### config.mk
export PLATFORM = sky130hd
export DESIGN_NAME = ext_sync_ctrl
export DESIGN_NICKNAME = d
export VERILOG_FILES = /design/src/rtl/ext_sync_pkg.sv /design/src/rtl/sync_edge_det.sv /design/src/rtl/sync_regs.sv /design/src/rtl/sync_arm_ctl.sv /design/src/rtl/ext_sync_ctrl.sv
export SDC_FILE = /design/constraint.sdc
export NUM_CORES = 1
export LEC_CHECK = 0
export BUFFER_PORTS_ARGS = -buffer_cell sky130_fd_sc_hd__buf_2
export CAP_MARGIN = 20
export CORE_AREA = 2 2 42 44
export DETAILED_ROUTE_END_ITERATION = 16
export DIE_AREA = 0 0 44 46
export GPL_TIMING_DRIVEN = 0
export PLACE_DENSITY = 0.81
export SYNTH_ARGS = -nofsm -noshare
export SYNTH_HDL_FRONTEND = slang
export SYNTH_SLANG_ARGS = --single-unit
### constraint.sdc
create_clock -name clk -period 1.3 [get_ports clk]
set_input_delay 0.195 -clock clk [delete_from_list [all_inputs] [get_ports clk]]
set_output_delay 0.195 -clock clk [all_outputs]
set_load 0.01 [all_outputs]
### src/rtl/ext_sync_pkg.sv
package ext_sync_pkg;
  localparam int unsigned CTRL_ADDR  = 0;
  localparam int unsigned STAT_ADDR  = 1;
  localparam int unsigned ARM_BIT    = 0;
  localparam int unsigned DISARM_BIT = 1;
  localparam int unsigned SWSYNC_BIT = 2;
  localparam int unsigned CTRL_BITS  = 3;
endpackage

### src/rtl/sync_edge_det.sv
module sync_edge_det (
  input  logic clk,
  input  logic rst_n,
  input  logic sig_in,
  output logic rise
);
  logic prev_q;

  always_ff @(posedge clk or negedge rst_n) begin
    if (!rst_n) prev_q <= 1'b0;
    else        prev_q <= sig_in;
  end

  assign rise = sig_in & ~prev_q;
endmodule

### src/rtl/sync_regs.sv
module sync_regs
  import ext_sync_pkg::*;
#(
  parameter int unsigned ADDR_W = 4,
  parameter int unsigned DATA_W = 32
) (
  input  logic              wr,
  input  logic [ADDR_W-1:0] addr,
  input  logic [DATA_W-1:0] wdata,
  input  logic              armed,
  output logic [DATA_W-1:0] rdata,
  output logic              arm_req,
  output logic              disarm_req,
  output logic              sw_req
);
  logic ctrl_hit;
  logic unused_wdata;

  assign ctrl_hit   = wr && (addr == ADDR_W'(CTRL_ADDR));
  assign arm_req    = ctrl_hit && wdata[ARM_BIT];
  assign disarm_req = ctrl_hit && wdata[DISARM_BIT];
  assign sw_req     = ctrl_hit && wdata[SWSYNC_BIT];

  generate
    if (DATA_W > CTRL_BITS) begin : g_spare
      assign unused_wdata = ^wdata[DATA_W-1:CTRL_BITS];
    end else begin : g_nospare
      assign unused_wdata = 1'b0;
    end
  endgenerate

  always_comb begin
    rdata = '0;
    if (addr == ADDR_W'(CTRL_ADDR))      rdata[ARM_BIT] = armed;
    else if (addr == ADDR_W'(STAT_ADDR)) rdata[0]       = armed;
  end
endmodule

### src/rtl/sync_arm_ctl.sv
module sync_arm_ctl #(
  parameter bit EXT_SYNC_EN = 1'b1
) (
  input  logic clk,
  input  logic rst_n,
  input  logic arm_req,
  input  logic disarm_req,
  input  logic sw_req,
  input  logic edge_seen,
  output logic armed,
  output logic start
);
  generate
    if (EXT_SYNC_EN) begin : g_ext
      logic armed_q, start_q;
      logic unused_sw;
      assign unused_sw = sw_req;

      always_ff @(posedge clk or negedge rst_n) begin
        if (!rst_n) begin
          armed_q <= 1'b0;
          start_q <= 1'b0;
        end else begin
          start_q <= 1'b0;
          if (disarm_req) begin
            armed_q <= 1'b0;
          end else if (armed_q && edge_seen) begin
            armed_q <= 1'b0;
            start_q <= 1'b1;
          end else if (arm_req) begin
            armed_q <= 1'b1;
          end
        end
      end
      assign armed = armed_q;
      assign start = start_q;
    end else begin : g_sw
      logic start_q;
      logic unused_ext;
      assign unused_ext = ^{arm_req, disarm_req, edge_seen};

      always_ff @(posedge clk or negedge rst_n) begin
        if (!rst_n) start_q <= 1'b0;
        else        start_q <= sw_req;
      end
      assign armed = 1'b0;
      assign start = start_q;
    end
  endgenerate
endmodule

### src/rtl/ext_sync_ctrl.sv
module ext_sync_ctrl #(
  parameter bit          EXT_SYNC_EN = 1'b1,
  parameter int unsigned ADDR_W      = 4,
  parameter int unsigned DATA_W      = 32
) (
  input  logic              clk,
  input  logic              rst_n,
  input  logic              reg_wr,
  input  logic [ADDR_W-1:0] reg_addr,
  input  logic [DATA_W-1:0] reg_wdata,
  output logic [DATA_W-1:0] reg_rdata,
  input  logic              sync_in,
  output logic              start,
  output logic              dp_rst,
  output logic              pending
);
  logic arm_req, disarm_req, sw_req, rise, armed;

  sync_regs #(.ADDR_W(ADDR_W), .DATA_W(DATA_W)) u_regs (
    .wr(reg_wr), .addr(reg_addr), .wdata(reg_wdata), .armed(armed),
    .rdata(reg_rdata), .arm_req(arm_req), .disarm_req(disarm_req),
    .sw_req(sw_req)
  );

  sync_edge_det u_edge (
    .clk(clk), .rst_n(rst_n), .sig_in(sync_in), .rise(rise)
  );

  sync_arm_ctl #(.EXT_SYNC_EN(EXT_SYNC_EN)) u_arm (
    .clk(clk), .rst_n(rst_n), .arm_req(arm_req), .disarm_req(disarm_req),
    .sw_req(sw_req), .edge_seen(rise), .armed(armed), .start(start)
  );

  assign dp_rst  = armed;
  assign pending = armed;
endmodule

==> summary.md <==
### Status
- finished clean — status

### Drt
- 3 — detailed-routing iteration count for the pre-antenna-repair pass
- 6.19 um — Avg WL per Cell
- 1 — Iteration-0 DRC Markers
- 316 — via count
- 681 um — post-detailed-routing wire length
- 0 — DRT antenna net count
- 0 — Residual DRC
- 2.87 — post-detailed-route via-to-cell ratio

### Critical path
- u_edge.prev_q — launching point of the worst reg2reg path
- output port — kind of capture point of the worst setup path
- 0.43 ns — Max stage delay on crit path
- and2_1 -> buf_2 — cell-by-cell listing of the critical path
- 6 — maximum fanout encountered on the critical timing path
- 1.11 ns — required time of the worst setup path
- reg -> out — worst setup path category
- 0.96 ns — signal arrival time at the worst endpoint
- reg_rdata[0] — worst setup path endpoint
- sky130_fd_sc_hd__dfrtp_1 — cell with the biggest individual delay on the critical path
- u_arm.armed — worst r2r dst
- 3 — depth of the most critical reg-to-reg path
- u_arm.armed — Critical Path Start
- flop — element type at the critical path start
- 0.41 ns — R2R Setup Slk

### Global routing
- 6.75% — Global Route Usage Sum
- 0 — Remaining Overflow, GRT
- 7 — maximum number of pins on one net before global-route repair
- 218 — number of global-route vias before repair
- 828 um — wire length of the first global-routing pass
- 0 — number of antenna violations at the first check in global routing

### Synth
- 3 — flops & latches, synth
- 18.5% — sequential-to-total area share from yosys stat
- 11 — post-synthesis cell type count
- 9.04 um2 — post-synthesis average cell area
- 45 — number of standard cells after synthesis
- 407 um2 — post-synthesis cell area
- 0 — synth warn

### Finish
- 134 — NumNets Final
- 0 — Antenna Diode Count
- 57.0% — share of post-route cells with drive strength above 1
- 167 — fillcell total
- 642 um2 — final design instance area without fill
- 110 — non-filler cells in the finished layout
- 57.8% — relative area change from synthesis to final layout
- 39.8% — utilization after layout

### Place
- 0.288 ns — worst-case setup slack after placement
- 13 — count of port buffers added during placement
- 606 um2 — total placed instance area
- 0.619 — gp weighted congestion
- 105 — placed cells

### Floorplan
- 15 — placement row count
- 46 um — Vert. Die Dim
- 25.2% — Initial Util
- 75 — boundary pin count
- 44 um — die width
- 1610 um2 — standard cell core area
- 2020 um2 — DIE AREA

### STA
- 0.0858 ns — Post-Route Hold Slack
- 88.8% — final worst path period share
- 1.15 ns — fin crit period
- no — RSZ-0062 raised after global routing
- 0.146 ns — min setup slack post-route
- 0 ns — Setup TNS
- 0 — number of pins with negative max-slew slack in the final report
- 0.867 GHz — achievable clock frequency
- 0 — final setup violating endpoints
- 0.0000180 ns — worst-case clock skew
- 0 — endpoints failing hold

### Clock network
- 0 — quantity of gates resized following cts
- yes — TritonCTS clock tree
- 3 — TritonCTS Buffers
- 0.04 ns — clock-pin transition on the worst setup and hold timing paths
- 0.23 ns — clock insertion delay at the later pin of the skew report
- sky130_fd_sc_hd__clkbuf_4 — CTS Root Buffer Type
- 2 — maximum number of buffers from clock root to sink
- 3 — total number of clock tree sinks
- 1 — H-tree depth reported by CTS

### Pwr
- 0.418 nW — reported leakage power
- 0.000201 V — VDD IR max
- 631 nW/um2 — power per unit of standard cell area
- 0.405 mW — sum of internal, switching and leakage power

### Job
- 0 — Max-Cap Viols

### Hold path
- in -> reg — class of the worst hold path

[registers in the layout, summed over array words and instances, names as in the netlist]
signal,cells
u_edge.prev_q,1
u_arm.start,1
u_arm.armed,1
[cell families (layout without fill, tap and decap cells)]
kind of cell           count (synthesis)  count (layout)  share of synthesized area, %
AOI/OAI and AO/OA                      1               1                          1.85
DFF                                    3               3                          18.5
muxes                                  1               1                          2.46
buffers and inverters                 32              50                          59.1
and+or+nand+nor                        7               7                          17.2
other                                  1              31                         0.922
[power by group]
group	total, mW	internal, mW	switching [mW]
registers	0.0974	0.0962	0.00122
logic	0.145	0.0793	0.0658
clock network	0.162	0.115	0.0473
total	0.405	0.290	0.114
[cells in the final DEF, fill, tap and decap left out, types with 2 or more instances in the layout]
cell type,count
sky130_fd_sc_hd__conb_1,31
sky130_fd_sc_hd__nor3_2,2
sky130_fd_sc_hd__buf_4,32
sky130_fd_sc_hd__dfrtp_1,3
sky130_fd_sc_hd__clkbuf_4,3
sky130_fd_sc_hd__buf_2,13
[area by class of cell]
| type | count | area, um2 | share of cell area, % |
|---|---|---|---|
| Clock buffer | 4 | 26.3 | 4.09 |
| Tap cell | 17 | 21.3 | 3.31 |
| Multi-Input combinational cell | 40 | 204 | 31.8 |
| Sequential cell | 3 | 75.1 | 11.7 |
| Buffer | 32 | 240 | 37.4 |
| Timing Repair Buffer | 14 | 75.1 | 11.7 |
[worst min-delay path by stage]
stage | start | endpoint | slack, ns | depth (start not counted)
2_1_floorplan | rst_n | u_arm.armed | -0.10 | 0
3_3_place_gp | rst_n | u_arm.start | -0.01 | 1
3_5_place_dp | rst_n | u_arm.armed | -0.007 | 1
4_1_cts | sync_in | u_edge.prev_q | 0.08 | 1
5_1_grt | sync_in | u_edge.prev_q | 0.08 | 1
6_report | sync_in | u_edge.prev_q | 0.09 | 1
[what timing repair did]
item	in CTS	in global routing
buffers inserted	0	0
endpoints found under the setup margin	0	0
hold buffers	1	0
endpoints found under the hold margin	3	0
[worst max-delay path: cells and delay by family, from the launching register on]
kind,cells,cell delay (ns)
buf+inv,1,0.13
flops,1,0.43
simple gates,1,0.16
[cells in the mapped netlist, drive strengths merged]
cell     n  area [um2]
buf     32         240
dfrtp    3        75.1
nor3     2        20.0
a22oi    1        7.51
and2     1        6.26
and3     1        11.3
conb     1        3.75
mux2i    1        10.0
nand2b   1        6.26
nor2b    1        13.8
nor3b    1        12.5
[layer usage]
layer  vias up  GRT usage [%]  share of wire [%]  wire [um]
met1       112           4.98                 27        185
met5         -              0                  0          0
met2        27           10.6                 51        350
li1        173              -                  -          -
met3         4           1.59                 15        103
met4         0           12.7                6.2         42
(Power assumes the default switching activity.)
